$ cat src/rtl/ss_hiccup_pkg.sv
// Shared types for the soft-start / over-current restart supervisor.
package ss_hiccup_pkg;
    // Action taken by the soft-start/fault state at the next edge.
    typedef enum logic [1:0] {
        ACT_CLEAR = 2'd0,   // block disabled: everything to zero
        ACT_TRIP  = 2'd1,   // new over-current: set latch, discharge
        ACT_RETRY = 2'd2,   // latched ramp at full scale: release or retry
        ACT_RAMP  = 2'd3    // normal counting
    } ss_act_e;
endpackage

$ cat src/rtl/ss_uvlo_hyst.sv
// Supply-valid detector with hysteresis.
// Assumes VIN_OFF < VIN_ON; codes in between keep the previous decision.
module ss_uvlo_hyst #(
    parameter int VW      = 8,
    parameter int VIN_ON  = 172,
    parameter int VIN_OFF = 148
) (
    input  logic          clk,
    input  logic          rst_n,
    input  logic [VW-1:0] vin_code,
    output logic          supply_ok
);
    localparam logic [VW-1:0] ON_CODE  = VW'(VIN_ON);
    localparam logic [VW-1:0] OFF_CODE = VW'(VIN_OFF);

    // Register the valid decision against the two thresholds.
    always_ff @(posedge clk) begin
        if (!rst_n)                   supply_ok <= 1'b0;
        else if (vin_code >= ON_CODE) supply_ok <= 1'b1;
        else if (vin_code < OFF_CODE) supply_ok <= 1'b0;
    end
endmodule

$ cat src/rtl/ss_prescaler.sv
// Divides the clock into single-cycle ramp ticks, one every DIV cycles.
// Assumes restart is high on every edge at which the ramp level is zeroed,
// so the first tick after a discharge comes DIV cycles later.
module ss_prescaler #(
    parameter int DIV = 16
) (
    input  logic clk,
    input  logic rst_n,
    input  logic restart,
    output logic tick
);
    localparam int PW = (DIV > 1) ? $clog2(DIV) : 1;
    localparam logic [PW-1:0] LAST = PW'(DIV - 1);

    logic [PW-1:0] cnt;

    assign tick = (cnt == LAST);

    // Count cycles, wrapping on each tick and zeroing on restart.
    always_ff @(posedge clk) begin
        if (!rst_n || restart) cnt <= '0;
        else if (tick)         cnt <= '0;
        else                   cnt <= cnt + 1'b1;
    end
endmodule

$ cat src/rtl/ss_ramp_latch.sv
// Soft-start level and over-current fault latch.
// A new fault zeroes the level; a latched fault waits for full scale,
// then releases (fault gone) or starts another ramp (fault present).
module ss_ramp_latch
    import ss_hiccup_pkg::*;
#(
    parameter int SS_W = 8
) (
    input  logic            clk,
    input  logic            rst_n,
    input  logic            enable,
    input  logic            oc_flag,
    input  logic            tick,
    output logic            restart,
    output logic            fault,
    output logic [SS_W-1:0] level
);
    localparam logic [SS_W-1:0] FULL = '1;

    ss_act_e act;

    // Choose the action; disable first, then a new trip, then retry.
    always_comb begin
        if (!enable)                    act = ACT_CLEAR;
        else if (oc_flag && !fault)     act = ACT_TRIP;
        else if (fault && level == FULL) act = ACT_RETRY;
        else                            act = ACT_RAMP;
    end

    assign restart = (act != ACT_RAMP);

    // Apply the action to the latch and the level.
    always_ff @(posedge clk) begin
        if (!rst_n) begin
            fault <= 1'b0;
            level <= '0;
        end else begin
            unique case (act)
                ACT_CLEAR: begin
                    fault <= 1'b0;
                    level <= '0;
                end
                ACT_TRIP: begin
                    fault <= 1'b1;
                    level <= '0;
                end
                ACT_RETRY: begin
                    fault <= oc_flag;
                    level <= '0;
                end
                default: begin
                    if (tick && level != FULL) level <= level + 1'b1;
                end
            endcase
        end
    end
endmodule

$ cat src/rtl/ss_hiccup_sup.sv
// Top of the supervisor: combines supply/reference gating, the fault latch
// and the soft-start level into an all-off command and a phase ceiling.
// Assumes oc_flag is already synchronous to clk.
module ss_hiccup_sup #(
    parameter int SS_W     = 8,
    parameter int PRESCALE = 16,
    parameter int VW       = 8,
    parameter int VIN_ON   = 172,
    parameter int VIN_OFF  = 148
) (
    input  logic            clk,
    input  logic            rst_n,
    input  logic [VW-1:0]   vin_code,
    input  logic            ref_ok,
    input  logic            oc_flag,
    output logic            outs_off,
    output logic [SS_W-1:0] phase_clamp
);
    logic            sup_ok;
    logic            enable;
    logic            tick;
    logic            restart;
    logic            fault;
    logic [SS_W-1:0] level;

    ss_uvlo_hyst #(.VW(VW), .VIN_ON(VIN_ON), .VIN_OFF(VIN_OFF)) u_uvlo (
        .clk(clk), .rst_n(rst_n), .vin_code(vin_code), .supply_ok(sup_ok)
    );

    assign enable = sup_ok && ref_ok;

    ss_prescaler #(.DIV(PRESCALE)) u_presc (
        .clk(clk), .rst_n(rst_n), .restart(restart), .tick(tick)
    );

    ss_ramp_latch #(.SS_W(SS_W)) u_ramp (
        .clk(clk), .rst_n(rst_n), .enable(enable), .oc_flag(oc_flag),
        .tick(tick), .restart(restart), .fault(fault), .level(level)
    );

    // Outputs off on disable, latched fault, or a live over-current.
    assign outs_off    = !enable || fault || oc_flag;
    assign phase_clamp = outs_off ? '0 : level;
endmodule

$ cat config.mk
export PLATFORM = sky130hd
export DESIGN_NAME = ss_hiccup_sup
export DESIGN_NICKNAME = d
export VERILOG_FILES = /design/src/rtl/ss_hiccup_pkg.sv /design/src/rtl/ss_uvlo_hyst.sv /design/src/rtl/ss_prescaler.sv /design/src/rtl/ss_ramp_latch.sv /design/src/rtl/ss_hiccup_sup.sv
export SDC_FILE = /design/constraint.sdc
export NUM_CORES = 1
export LEC_CHECK = 0
export BUFFER_PORTS_ARGS = -buffer_cell sky130_fd_sc_hd__buf_4
export CAP_MARGIN = 40
export CORE_MARGIN = 2
export CORE_UTILIZATION = 45
export CTS_CLUSTER_DIAMETER = 40
export DETAILED_ROUTE_END_ITERATION = 6
export PLACE_DENSITY = 0.73
export SLEW_MARGIN = 20
export SYNTH_ARGS = -nofsm -noshare
export SYNTH_HDL_FRONTEND = slang
export SYNTH_SLANG_ARGS = --single-unit
$ cat constraint.sdc
create_clock -name clk -period 1.7 [get_ports clk]
set_input_delay 0.34 -clock clk [delete_from_list [all_inputs] [get_ports clk]]
set_output_delay 0.34 -clock clk [all_outputs]
set_load 0.03 [all_outputs]
======== Yosys cells after proc, flatten, opt, wreduce, memory -nomap -nowiden ========
Cells that the tools add are included.
storage, ports and cells
  register bits ........................... 14
  bits in latches ......................... 0
  bits in writable memories ............... 0
  bits in read-only memories .............. 0
  bits of input ports ..................... 12
  output and inout bits ................... 9
  logic and storage cells ................. 37
  memories kept ........................... 0
operators by class
  $add $sub $neg .......................... 2
  $mul .................................... 0
  div/mod/pow operators ................... 0
  magnitude comparators ................... 2
  equality and inequality tests ........... 6
  shift operators ......................... 0
  muxes and demuxes ....................... 7
  bitwise operators ....................... 1
  reduce and logical (&&, ||, !) cells .... 15
operators by type and width
  cell                                                             count
  8-bit by 1-bit adder with 8-bit output, second input constant    1
  8-bit == test, second input constant                             1
  8-bit greater-or-equal comparator, second input constant         1
  8-bit < comparator, second input constant                        1
  8-bit 2-to-1 mux                                                 1
  8-bit inequality test, second input constant                     1
  4-bit by 1-bit adder with 4-bit output, second input constant    1
  4-bit == test, second input constant                             1
  1-bit logical AND                                                4
  2-bit 2-to-1 mux                                                 2
  4-bit OR reduction                                               1
  1-bit zero test                                                  3
  1-bit logical OR                                                 3
  1-bit 2-to-1 mux                                                 3
  1-bit one-hot mux with 3 select lines                            1
  3-bit nonzero test                                               1
  2-bit by 1-bit == test with 1-bit output, second input constant  1
  2-bit == test, second input constant                             1
  2-bit zero test                                                  1
  2-bit inequality test, second input constant                     1
  2-bit nonzero test                                               1
  2-bit OR reduction                                               1
  1-bit NOT                                                        1

======== Longest topological paths before layout ========
  depth after elaboration ................. 8
  depth in mapped cells ................... 10
  mapped depth without buffers ............ 10

======== Hierarchy ========
From an unflattened synthesis, not the netlist that was laid out.
unflattened totals
  cell total of the unflattened synthesis .. 84
  area, all modules ....................... 753.2 µm²
by module, submodules not included
  module         times used  cells each  area each (µm²)  sequential area each (µm²)
  ss_ramp_latch  1           50          454.2            180.2
  ss_prescaler   1           15          162.7            80.1
  ss_hiccup_sup  1           11          72.6             0.0
  ss_uvlo_hyst   1           8           63.8             20.0

======== Least setup slack after synthesis ========
OpenSTA, ideal clock, no wires.
  kind .................................... register -> register
  from .................................... reg u_ramp.level[0]
  to ...................................... reg u_ramp.level[4]
  setup time .............................. 0.088 ns
  arrival time ............................ 1.708 ns
  data required time ...................... 1.612 ns
  setup slack ............................. -0.095 ns
  cell stages (with the launch flop) ...... 8
  buffers on the path ..................... 0
  period minus slack after synthesis ...... 1.795 ns
  cell sequence ........................... dfxtp_1 ha_1 and3_1 nand3_1 nand3_1 ha_1 nand4_1 a211oi_1
between the ends
  cells in the longest elaborated chain, start to end .. 7
  elaborated cells on any way between the ends .. 12
  those cells by class .................... add/sub: 1; eq/ne: 4; mux: 3; reduce/logical: 4
ends and longest elaborated chain
  what                                                                    RTL line             RTL
  start, declared                                                         ss_ramp_latch.sv:16  output logic [SS_W-1:0] level
  start signal, assigned                                                  ss_ramp_latch.sv:52  if (tick && level != FULL) level <= level + 1'b1;
  8-bit == test                                                           ss_ramp_latch.sv:26  else if (fault && level == FULL) act = ACT_RETRY;
  1-bit logical AND                                                       ss_ramp_latch.sv:26
  1-bit 2-to-1 mux                                                        ss_ramp_latch.sv:26
  2-bit 2-to-1 mux                                                        ss_ramp_latch.sv:25  else if (oc_flag && !fault) act = ACT_TRIP;
  2-bit 2-to-1 mux                                                        ss_ramp_latch.sv:24  if (!enable) act = ACT_CLEAR;
  2-bit by 1-bit == test with 1-bit output, or another cell as far along  ss_ramp_latch.sv:38  unique case (act)
  4-bit OR reduction (no line)                                            n/a
Several ways; a longest one is shown, not always the timed one.
A chain may end at the register's enable or synchronous reset.

======== Worst setup path in the final report ========
  from .................................... reg u_uvlo.supply_ok
  to ...................................... out phase_clamp[1]
between the ends
  cells in the longest elaborated chain, start to end .. 5
ends and longest elaborated chain
  what                            RTL line             RTL
  start, declared                 ss_uvlo_hyst.sv:11   output logic supply_ok
  start signal, assigned          ss_uvlo_hyst.sv:18   if (!rst_n) supply_ok <= 1'b0;
  start signal, assigned          ss_uvlo_hyst.sv:19   else if (vin_code >= ON_CODE) supply_ok <= 1'b1;
  start signal, assigned          ss_uvlo_hyst.sv:20   else if (vin_code < OFF_CODE) supply_ok <= 1'b0;
  1-bit logical AND               ss_hiccup_sup.sv:30  assign enable = sup_ok && ref_ok;
  1-bit zero test                 ss_hiccup_sup.sv:42  assign outs_off = !enable || fault || oc_flag;
  1-bit logical OR (2 in series)  ss_hiccup_sup.sv:42
  8-bit 2-to-1 mux                ss_hiccup_sup.sv:43  assign phase_clamp = outs_off ? '0 : level;
  end, declared                   ss_hiccup_sup.sv:17  output logic [SS_W-1:0] phase_clamp
Every way passes these cells.

==> results by group <==
Placed design
  • GPL Wtd Cong: 0.787
  • Final HPWL DP: about 1300 um
  • Total placed cells including tap cells: ~140
  • I/O Buffers: 18

Clock network
  • Later-pin clock latency in the skew report: roughly 0.29 ns
  • CTS tree: yes
  • Number of buffers created by CTS: 3
  • Worst-path clk slew: 0.09 ns
  • TritonCTS Sinks: 14
  • Clock root cell: clkbuf_4
  • CTS H-tree depth: 1
  • Clock buffer depth: 2

STA
  • Worst-Margin Slew: roughly 0.39 ns
  • Period utilization: 1.02
  • Final setup vio count: 8
  • RSZ-0062 raised after global routing: yes
  • Final Hold Viols: 0
  • Max Freq: approximately 580 MHz
  • Slew Viols, Final: 0
  • Final setup margin: -0.0289 ns
  • Skew final: 0.00130 ns
  • Slew headroom: 0.734
  • Tmin final: approximately 1.7 ns

Worst setup path
  • Critical Path AT: 1.39 ns
  • RR Startpoint: u_ramp.level[0]
  • R2R depth: 8
  • Req. time, crit path: 1.36 ns
  • CP max FO: 5
  • R2r endpoint: u_ramp.level[5]
  • Critical Path Sink Type: output port
  • Reg2reg setup slack: 0 ns
  • Critical Path Start Type: register
  • CP Class: register to output port

Detailed routing
  • Routed WL per cell: ~15 um
  • DRT Pass-1 Iters: 4
  • DR vias/cell: about 5.7
  • Post-route DRC: 0
  • Initial detailed-routing violation count: 13
  • Post-Route WL: 2270 um
  • Via Count: 853
  • Final ANT Viol Nets: 0

Power
  • Sw frac: 0.231
  • Gate power share: 0.094
  • Max VDD drop: roughly 0.51 mV
  • Internal cell power: 0.491 mW
  • Clk network pwr share: 0.387
  • Sequential power share: 0.519
  • Power per standard cell area: 493 nW/um2
  • NetSw: ~0.15 mW
  • P_leak: about 0.52 nW

Logic synthesis
  • Synth Net Count: between 100 and 150
  • Largest area contributor in the netlist: dfxtp_1
  • Unique masters post-synth: 28
  • Mapped cell area: 777 um2
  • Async set-reset flop share out of synthesis: 0
  • Warnings from Yosys: 0
  • #FFs+latches synth: 14
  • Share of the synthesized area in the top cell type: 0.361
  • EDFF count, synth: 0
  • Dominant register cell in the synthesized netlist: dfxtp_1
  • Synth Area per Inst: around 8.4 um2
  • Top cells by area, synth: dfxtp_1 36%, and2_1 6.4%, ha_1 6.4%
  • Post-Synthesis Cells: 92
  • Register area share after synthesis: 0.361

Global routing
  • Overflow after GRT: 0
  • Gr usage total: 0.201
  • Largest net degree at the start of global routing: 10
  • First-pass GRT wire length: approximately 3000 um
  • Vias in the first global route: between 700 and 800
  • Initial antenna violation count: 0

Floorplanning
  • Core Box Area: ~1700 um2
  • I/O pins: 21
  • Overall die height: between 40 and 50 um
  • Initial Util: 0.465
  • Die area: roughly 2100 um2
  • Rows: 15
  • Die W: roughly 46 um

Flow run
  • Max cap viols: 0

Finish
  • Finished Layout Cells: 150
  • Commonest cells after routing, fill and taps aside: 26 x buf_4, 11 x buf_6, 10 x dfxtp_1, 8 x and2_4
  • Final Util: 0.777
  • Commonest non-fill, non-tap cell in the layout: buf_4
  • Share of layout cells above drive strength 1: 0.534
  • # diodes: 0
  • Post-layout nets: 150
  • P&R area growth vs syn: 67.0%

Run status
  • Violated checks: setup timing
  • Status: complete, but fails checks

Worst hold path
  • Hold path startpoint: vin_code[7]
  • Worst hold path depth: 2
  • Hold Crit Endpoint: u_uvlo.supply_ok
  • Worst Hold Class: input port to register
critical path, cell delays in order, from the launching register on:
cell and delay, ns:
dfxtp_2 0.36, nand2_4 0.07, nor3_4 0.25, buf_6 0.16
and2_4 0.14, buf_6 0.12
Yosys cell counts (2+ instances only):
cell and count:
o21ai_0 4, o22ai_1 2, ha_1 4, nand4_1 4, mux2i_1 2, and2_1 8, nand2_1 2, a21oi_1 7
nor3_1 2, and4_1 2, dfxtp_1 14, inv_1 6, nor2_1 9, xor2_1 5, nand3_1 8
worst max path at each step:
stage | start | to | slack (ns) | cells after the start
3_3_place_gp | u_ramp.level[1] | u_ramp.level[7] | 0.01 | 8
3_5_place_dp | u_ramp.level[1] | u_ramp.level[3] | -0.03 | 8
4_1_cts | u_ramp.level[1] | u_ramp.level[3] | 0.003 | 8
5_1_grt | u_uvlo.supply_ok | phase_clamp[1] | -0.09 | 5
6_report | u_uvlo.supply_ok | phase_clamp[1] | -0.03 | 5
2_1_floorplan | u_ramp.level[1] | u_ramp.level[4] | 0.01 | 7
logic make-up (layout without fill, tap and decap cells):
| logic type | count (synthesis) | in the layout | share of synthesized area |
|---|---|---|---|
| buf+inv | 6 | 47 | 0.0290 |
| compound gates | 21 | 21 | 0.179 |
| xor+xnor | 5 | 5 | 0.0564 |
| simple gates | 40 | 40 | 0.285 |
| flops | 14 | 14 | 0.361 |
| fa+ha+maj | 4 | 4 | 0.0644 |
| mux | 2 | 2 | 0.0258 |
layer usage:
metal / GRT usage / wire, um
met5: 0 / 0
met4: 0.106 / 78
met3: 0.0397 / 118
met2: 0.327 / 1200
met1: 0.248 / 879
registers in the layout, summed over array words and instances (netlist names):
signal	cells
u_ramp.level	8
u_uvlo.supply_ok	1
u_presc.cnt	4
u_ramp.fault	1
cell type report:
| class | count | area, um2 |
|---|---|---|
| clock buffers | 4 | 36.3 |
| fillers | 101 | 373 |
| inverters | 6 | 22.5 |
| multi-input cells | 72 | 613 |
| flip-flops and latches | 14 | 285 |
| well taps | 17 | 21.3 |
| repair buffers | 37 | 319 |
power groups by stage:
stage               logic (mW)  registers (mW)  clock network [mW]
floorplan               0.0154           0.339                   0
global placement        0.0429           0.338                   0
detailed placement      0.0447           0.338                   0
CTS                     0.0484           0.330               0.242
global route            0.0655           0.332               0.270
finish                  0.0604           0.331               0.247
metrics by stage:
step / setup TNS, ns / instance area (um2) / hold WS (ns) / worst slack [ns] / total power [mW]
after floorplan: 0 / 797 / 0.418 / 0.00952 / 0.354
after global placement: 0 / 1070 / 0.431 / 0.0114 / 0.381
after detailed placement: -0.0441 / 1070 / 0.443 / -0.0284 / 0.383
after CTS: 0 / 1130 / 0.275 / 0.00281 / 0.621
after global routing: -0.754 / 1300 / 0.255 / -0.0851 / 0.668
final: -0.151 / 1300 / 0.267 / -0.0289 / 0.639
timing repair:
item	CTS	global route
hold buffers	0	0
gates resized for setup	4	40
pin swaps	3	19
setup endpoints to repair	15	17
endpoints found under the hold margin	0	0
setup buffers	0	3
gates cloned	0	1
Power figures use the tool's default switching activity.
